File: src/rtl/nbrFetchPkg.sv
package nbrFetchPkg;
  localparam int ROWS  = 3;
  localparam int COLS  = 3;
  localparam int OFS_W = 2;
  localparam int SLOTS = ROWS * COLS;
  localparam int ROW_W = 2;

  // strobes from the sequencer to the datapath
  typedef struct packed {
    logic             loadCentre;
    logic             driveAddr;
    logic             readEn;
    logic [ROW_W-1:0] rowIdx;
  } fetchStrobe_t;
endpackage

File: src/rtl/nbrFetchCtrl.sv
module nbrFetchCtrl
  import nbrFetchPkg::*;
(
  input  logic         clk,
  input  logic         rstN,
  input  logic         start,
  output fetchStrobe_t strobes,
  output logic         done
);
  typedef enum logic [1:0] {S_IDLE, S_ADDR, S_READ} fetchState_t;

  fetchState_t      state;
  logic [ROW_W-1:0] rowCnt;

  always_ff @(posedge clk) begin
    if (!rstN) begin
      state  <= S_IDLE;
      rowCnt <= '0;
      done   <= 1'b0;
    end else begin
      done <= 1'b0;
      case (state)
        S_IDLE: begin
          if (start) begin
            state  <= S_ADDR;
            rowCnt <= '0;
          end
        end
        S_ADDR: state <= S_READ;
        S_READ: begin
          if (rowCnt == ROW_W'(ROWS - 1)) begin
            state <= S_IDLE;
            done  <= 1'b1;
          end else begin
            rowCnt <= rowCnt + 1'b1;
            state  <= S_ADDR;
          end
        end
        default: state <= S_IDLE;
      endcase
    end
  end

  always_comb begin
    strobes.loadCentre = (state == S_IDLE) && start;
    strobes.driveAddr  = (state == S_ADDR);
    strobes.readEn     = (state == S_READ);
    strobes.rowIdx     = rowCnt;
  end
endmodule

File: src/rtl/nbrFetchPath.sv
module nbrFetchPath
  import nbrFetchPkg::*;
#(
  parameter int PIX_W   = 8,
  parameter int COORD_W = 9,
  parameter int LW_W    = 10
) (
  input  logic                     clk,
  input  logic                     rstN,
  input  fetchStrobe_t             strobes,
  input  logic [COORD_W-1:0]       centreX,
  input  logic [COORD_W-1:0]       centreY,
  input  logic [LW_W-1:0]          lineWidth,
  input  logic [COLS*PIX_W-1:0]    busIn,
  output logic [COLS*PIX_W-1:0]    busOut,
  output logic [SLOTS*PIX_W-1:0]   pixOut
);
  localparam int BUS_W    = COLS * PIX_W;
  localparam int OFS_BITS = COLS * OFS_W;
  localparam int BASE_W   = BUS_W - OFS_BITS;

  logic [BASE_W-1:0]   rowBase;
  logic [LW_W-1:0]     lwReg;
  logic [BASE_W-1:0]   centreAddr;
  logic [OFS_BITS-1:0] ofsPattern;

  // column offsets: field c carries code c (left, centre, right)
  for (genvar c = 0; c < COLS; c++) begin : gOfs
    assign ofsPattern[c*OFS_W +: OFS_W] = OFS_W'(c);
  end

  assign centreAddr = BASE_W'(centreY) * BASE_W'(lineWidth) + BASE_W'(centreX);

  always_ff @(posedge clk) begin
    if (!rstN) begin
      rowBase <= '0;
      lwReg   <= '0;
    end else if (strobes.loadCentre) begin
      rowBase <= centreAddr - BASE_W'(lineWidth) - BASE_W'(1);
      lwReg   <= lineWidth;
    end else if (strobes.readEn) begin
      rowBase <= rowBase + BASE_W'(lwReg);
    end
  end

  assign busOut = strobes.driveAddr ? {rowBase, ofsPattern} : '0;

  for (genvar s = 0; s < SLOTS; s++) begin : gSlot
    logic [PIX_W-1:0] pixReg;
    always_ff @(posedge clk) begin
      if (!rstN)
        pixReg <= '0;
      else if (strobes.readEn && strobes.rowIdx == ROW_W'(s / COLS))
        pixReg <= busIn[(s % COLS)*PIX_W +: PIX_W];
    end
    assign pixOut[s*PIX_W +: PIX_W] = pixReg;
  end
endmodule

File: src/rtl/nbrWindowFetch.sv
module nbrWindowFetch
  import nbrFetchPkg::*;
#(
  parameter  int PIX_W   = 8,
  parameter  int COORD_W = 9,
  parameter  int LW_W    = 10,
  localparam int BUS_W   = COLS * PIX_W,
  localparam int PIX_ALL = SLOTS * PIX_W
) (
  input  logic               clk,
  input  logic               rstN,
  input  logic               start,
  input  logic [COORD_W-1:0] centreX,
  input  logic [COORD_W-1:0] centreY,
  input  logic [LW_W-1:0]    lineWidth,
  output logic [BUS_W-1:0]   busOut,
  output logic               busOe,
  output logic               addrStb,
  output logic               rdStb,
  input  logic [BUS_W-1:0]   busIn,
  output logic [PIX_ALL-1:0] pixOut,
  output logic               done
);
  fetchStrobe_t strobes;

  nbrFetchCtrl uCtrl (
    .clk     (clk),
    .rstN    (rstN),
    .start   (start),
    .strobes (strobes),
    .done    (done)
  );

  nbrFetchPath #(.PIX_W(PIX_W), .COORD_W(COORD_W), .LW_W(LW_W)) uPath (
    .clk       (clk),
    .rstN      (rstN),
    .strobes   (strobes),
    .centreX   (centreX),
    .centreY   (centreY),
    .lineWidth (lineWidth),
    .busIn     (busIn),
    .busOut    (busOut),
    .pixOut    (pixOut)
  );

  assign busOe   = strobes.driveAddr;
  assign addrStb = strobes.driveAddr;
  assign rdStb   = strobes.readEn;
endmodule

File: config.mk
export PLATFORM = sky130hd
export DESIGN_NAME = nbrWindowFetch
export DESIGN_NICKNAME = d
export VERILOG_FILES = /design/src/rtl/nbrFetchPkg.sv /design/src/rtl/nbrFetchCtrl.sv /design/src/rtl/nbrFetchPath.sv /design/src/rtl/nbrWindowFetch.sv
export SDC_FILE = /design/constraint.sdc
export NUM_CORES = 1
export LEC_CHECK = 0
export ABC_AREA = 0
export BUFFER_PORTS_ARGS = -buffer_cell sky130_fd_sc_hd__buf_2
export CORE_ASPECT_RATIO = 0.6
export CORE_MARGIN = 2
export CORE_UTILIZATION = 58
export CTS_BUF_LIST = sky130_fd_sc_hd__clkbuf_8
export DETAILED_ROUTE_END_ITERATION = 7
export PLACE_DENSITY = 0.83
export REMOVE_ABC_BUFFERS = 1
export SETUP_SLACK_MARGIN = 0.3
export SLEW_MARGIN = 20
export SYNTH_ARGS = -nofsm -noshare
export SYNTH_HDL_FRONTEND = slang
export SYNTH_SLANG_ARGS = --single-unit
File: constraint.sdc
create_clock -name clk -period 6.65 [get_ports clk]
set_input_delay 0.665 -clock clk [delete_from_list [all_inputs] [get_ports clk]]
set_output_delay 0.665 -clock clk [all_outputs]
set_load 0.05 [all_outputs]
==> out/qor.txt <==
Status -> finished clean
Initial antenna violation count -> 0
IO Pins -> 155
Clock-pin slew on the worst setup and hold paths -> 0.10 ns
CTS tree -> done
Post-DP HPWL -> 15,800 µm
Antenna Cells -> 0
Total setup buffers inserted after CTS -> 0
CTS Root Cell -> clkbuf_8
Total wire length -> 20,300 µm
# nets final -> 1,323
Remaining DRCs -> 0
Post-Syn Instances -> 1,019
Sequential element share of the synthesized area -> 0.257
Clock Path Buffers -> 2
Slowest-stage cell, CP -> fa_1
GR Util All Layers -> 0.276
Largest net degree at the start of global routing -> 80
Achievable Freq -> 187 MHz
Final Wtd Congestion -> 0.852
Cell taking the most area after synthesis -> dfxtp_1
DR vias/cell -> 5.38
Max-slew violations -> 0
Die Width -> 157 µm
Fillers -> 1,201
Area growth syn-to-layout -> 11.7%
#FFs+latches synth -> 105
Fin. Hold Viols -> 0
Syn avg cell area -> 8.03 µm²
RSZ-0062 raised after global routing -> false
Worst-Skew Late Latency -> 0.38 ns
Antenna viol nets, final -> 0
Vias in the first global route -> 6,688
Die height -> 96.0 µm
Synth cell types -> 64
Worst clock skew -> 0.0163 ns
Buffers on Ports -> 150
Yosys warns -> 0
Top cell type's share of synthesized area -> 0.257
Main synth FF type -> dfxtp_1
Grt ovf -> 0
Leakage -> 0.00445 µW
Initial core utilization -> 0.597
CP endpoint kind -> flip-flop
1st-pass router iterations -> 5
First-pass GRT wire length -> 33,100 µm
Post-synthesis async set-or-reset flop share -> 0
Required @ worst endpoint -> 6.92 ns
Top cell by count, worst path -> fa_1
Crit path buf inv count -> 4
Cells along the critical path -> buf_2, nand2_1, fa_1, inv_1, fa_1, fa_1, fa_1, inv_1, fa_1, inv_1, ha_1, o21ai_1, a21oi_1, a311oi_1, o211ai_1, a31oi_1, xor2_1, a221oi_1
Crit-path max cell delay -> 0.56 ns
Critical path peak fanout -> 10
Critical Path AT -> 5.63 ns
Hold Slack -> 0.458 ns
Cell area after synthesis -> 8180 µm²
Peak supply drop -> 297 µV
Final setup viols -> 0
Worst-Margin Slew -> 1.03 ns
Post-synth EDFFs -> 0
Hold crit path type -> reg -> reg
Max-cap viol count -> 0
Delay-heaviest family, CP -> adder cells
Rel. slew slack -> 0.315
Pwr per Cell Area -> 321 nW/µm²
Share of cells above drive strength 1 -> 0.167
DRT iter0 DRCs -> 597
Core Rows -> 33
Post-cts hold buffer count -> 0
Vias post-DR -> 7,121
Total Power Consumption -> 2940 µW
TNS Setup -> 0 ns
Ranking of synthesized cells by area -> dfxtp_1, fa_1, nand2_1, ha_1, a21oi_1
CTS sink count -> 105
WS Path Type -> in -> reg
Core area -> 13,700 µm²
H-tree levels -> 3
Fin crit share -> 0.806
CP Launch Type -> primary input
Die area -> 15,100 µm²
Num CTS Buffers -> 9
CTS resizes -> 0
Wire per inst -> 15.3 µm
Tmin final -> 5.36 ns
==> state kept, by name, indices dropped and copies added (netlist names) <==
| name | cells |
|---|---|
| uPath.rowBase | 18 |
| uCtrl.rowCnt | 2 |
| uCtrl.state | 2 |
| uCtrl.done | 1 |
| uPath.lwReg | 10 |
| uPath.gSlot.pixReg | 72 |
==> cell usage in the layout, fill, tap and decap left out, types with 3 or more instances in the layout <==
cell      netlist  final
conb_1          1      4
fa_1           73     73
buf_2           3    150
o21a_1          4      4
nand2_1       245    245
ha_1           69     69
inv_2           3      3
buf_4           8      4
a311oi_1        4      4
xor2_1         11     11
clkbuf_8        0      9
o21ai_0        16     16
nor3_1          5      5
and3_1          5      5
inv_1         126    127
nand3_1         8      8
inv_6           0      4
o21ai_1        10     10
nor4_1          3      3
a211oi_1        9      9
and2_1         52     52
o211ai_1        3      3
nand2b_1        6      6
a21o_1          6      6
a21oi_1       102    102
xnor2_1        10     10
a31oi_1         6      6
a22oi_1         3      3
nor2_1         32     30
dfxtp_1       105    105
==> path summary, 6_finish.rpt <==
path / startpoint / to / slack [ns] / depth (start not counted)
worst max-delay path: centreY[1] / uPath.rowBase[14]$_SDFFE_PN0P_ / 1.29 / 18
worst min-delay path: uPath.gSlot[8].pixReg[6]$_SDFFE_PN0P_ / uPath.gSlot[8].pixReg[6]$_SDFFE_PN0P_ / 0.46 / 2
worst min register to register: uPath.gSlot[8].pixReg[6]$_SDFFE_PN0P_ / uPath.gSlot[8].pixReg[6]$_SDFFE_PN0P_ / 0.46 / 2
worst max register to register: uPath.rowBase[0]$_SDFFE_PN0P_ / uPath.rowBase[14]$_SDFFE_PN0P_ / 4.11 / 10
==> Yosys cell counts (all sizes together), types with 3 or more instances <==
cell type	instances
nor4	3
fa	73
nor3	5
or3	3
a21o	6
a22oi	3
buf	11
xor2	11
and2	52
ha	69
nand2b	6
o211ai	3
a311oi	4
nor2	32
and3	5
dfxtp	105
inv	129
clkbuf	50
nand3	8
o21a	4
a21oi	103
a211oi	10
xnor2	10
a31oi	7
o21ai	27
nand2	245
==> metrics by stage <==
stage	instances	utilization	setup WS (ns)	area (µm²)
2_1_floorplan	961	-	1.65	7930
3_3_place_gp	1307	0.653	1.15	8950
3_5_place_dp	1307	0.653	1.01	8950
4_1_cts	1323	0.666	1.36	9130
5_1_grt	1323	0.667	1.11	9140
6_report	1323	0.667	1.29	9140
==> cell families (layout without fill, tap and decap cells) <==
| group | count (synthesis) | in the layout | share of synthesized area |
|---|---|---|---|
| and+or+nand+nor | 370 | 370 | 0.200 |
| buffers and inverters | 190 | 299 | 0.0913 |
| AOI/OAI and AO/OA | 188 | 188 | 0.142 |
| adders and majority gates | 142 | 142 | 0.284 |
| DFF | 105 | 105 | 0.257 |
| xor gates and xnor gates | 21 | 21 | 0.0225 |
| muxes | 2 | 2 | 0.00275 |
| other | 1 | 4 | 0.000458 |
==> metal layers <==
layer  track usage  routed length [µm]
met1         0.416                9760
met2         0.417                8760
met3        0.0491                1550
met4        0.0523                 172
met5             0                   0
==> worst min-delay path, cell delays in order, from the launching register on <==
cell     delay, ns
dfxtp_1       0.32
nand2_1       0.05
a21oi_1       0.05
==> power by group <==
group	internal [µW]	total [µW]	switching, µW	leakage, µW
sequential	671	715	43.5	0.000853
combinational	742	1840	1100	0.00349
clock	144	383	239	0.0000983
==> cell type report <==
cell class                      count  area (µm²)  area share
Sequential cell                   105        2100       0.230
Clock inverter                      7        58.8     0.00644
Tap cell                          192         240      0.0263
Timing Repair Buffer              154         781      0.0854
Clock buffer                        9         124      0.0136
Multi-Input combinational cell    727        5350       0.585
Inverter                          129         484      0.0530
No activity file was read; power rests on OpenSTA's default activity.
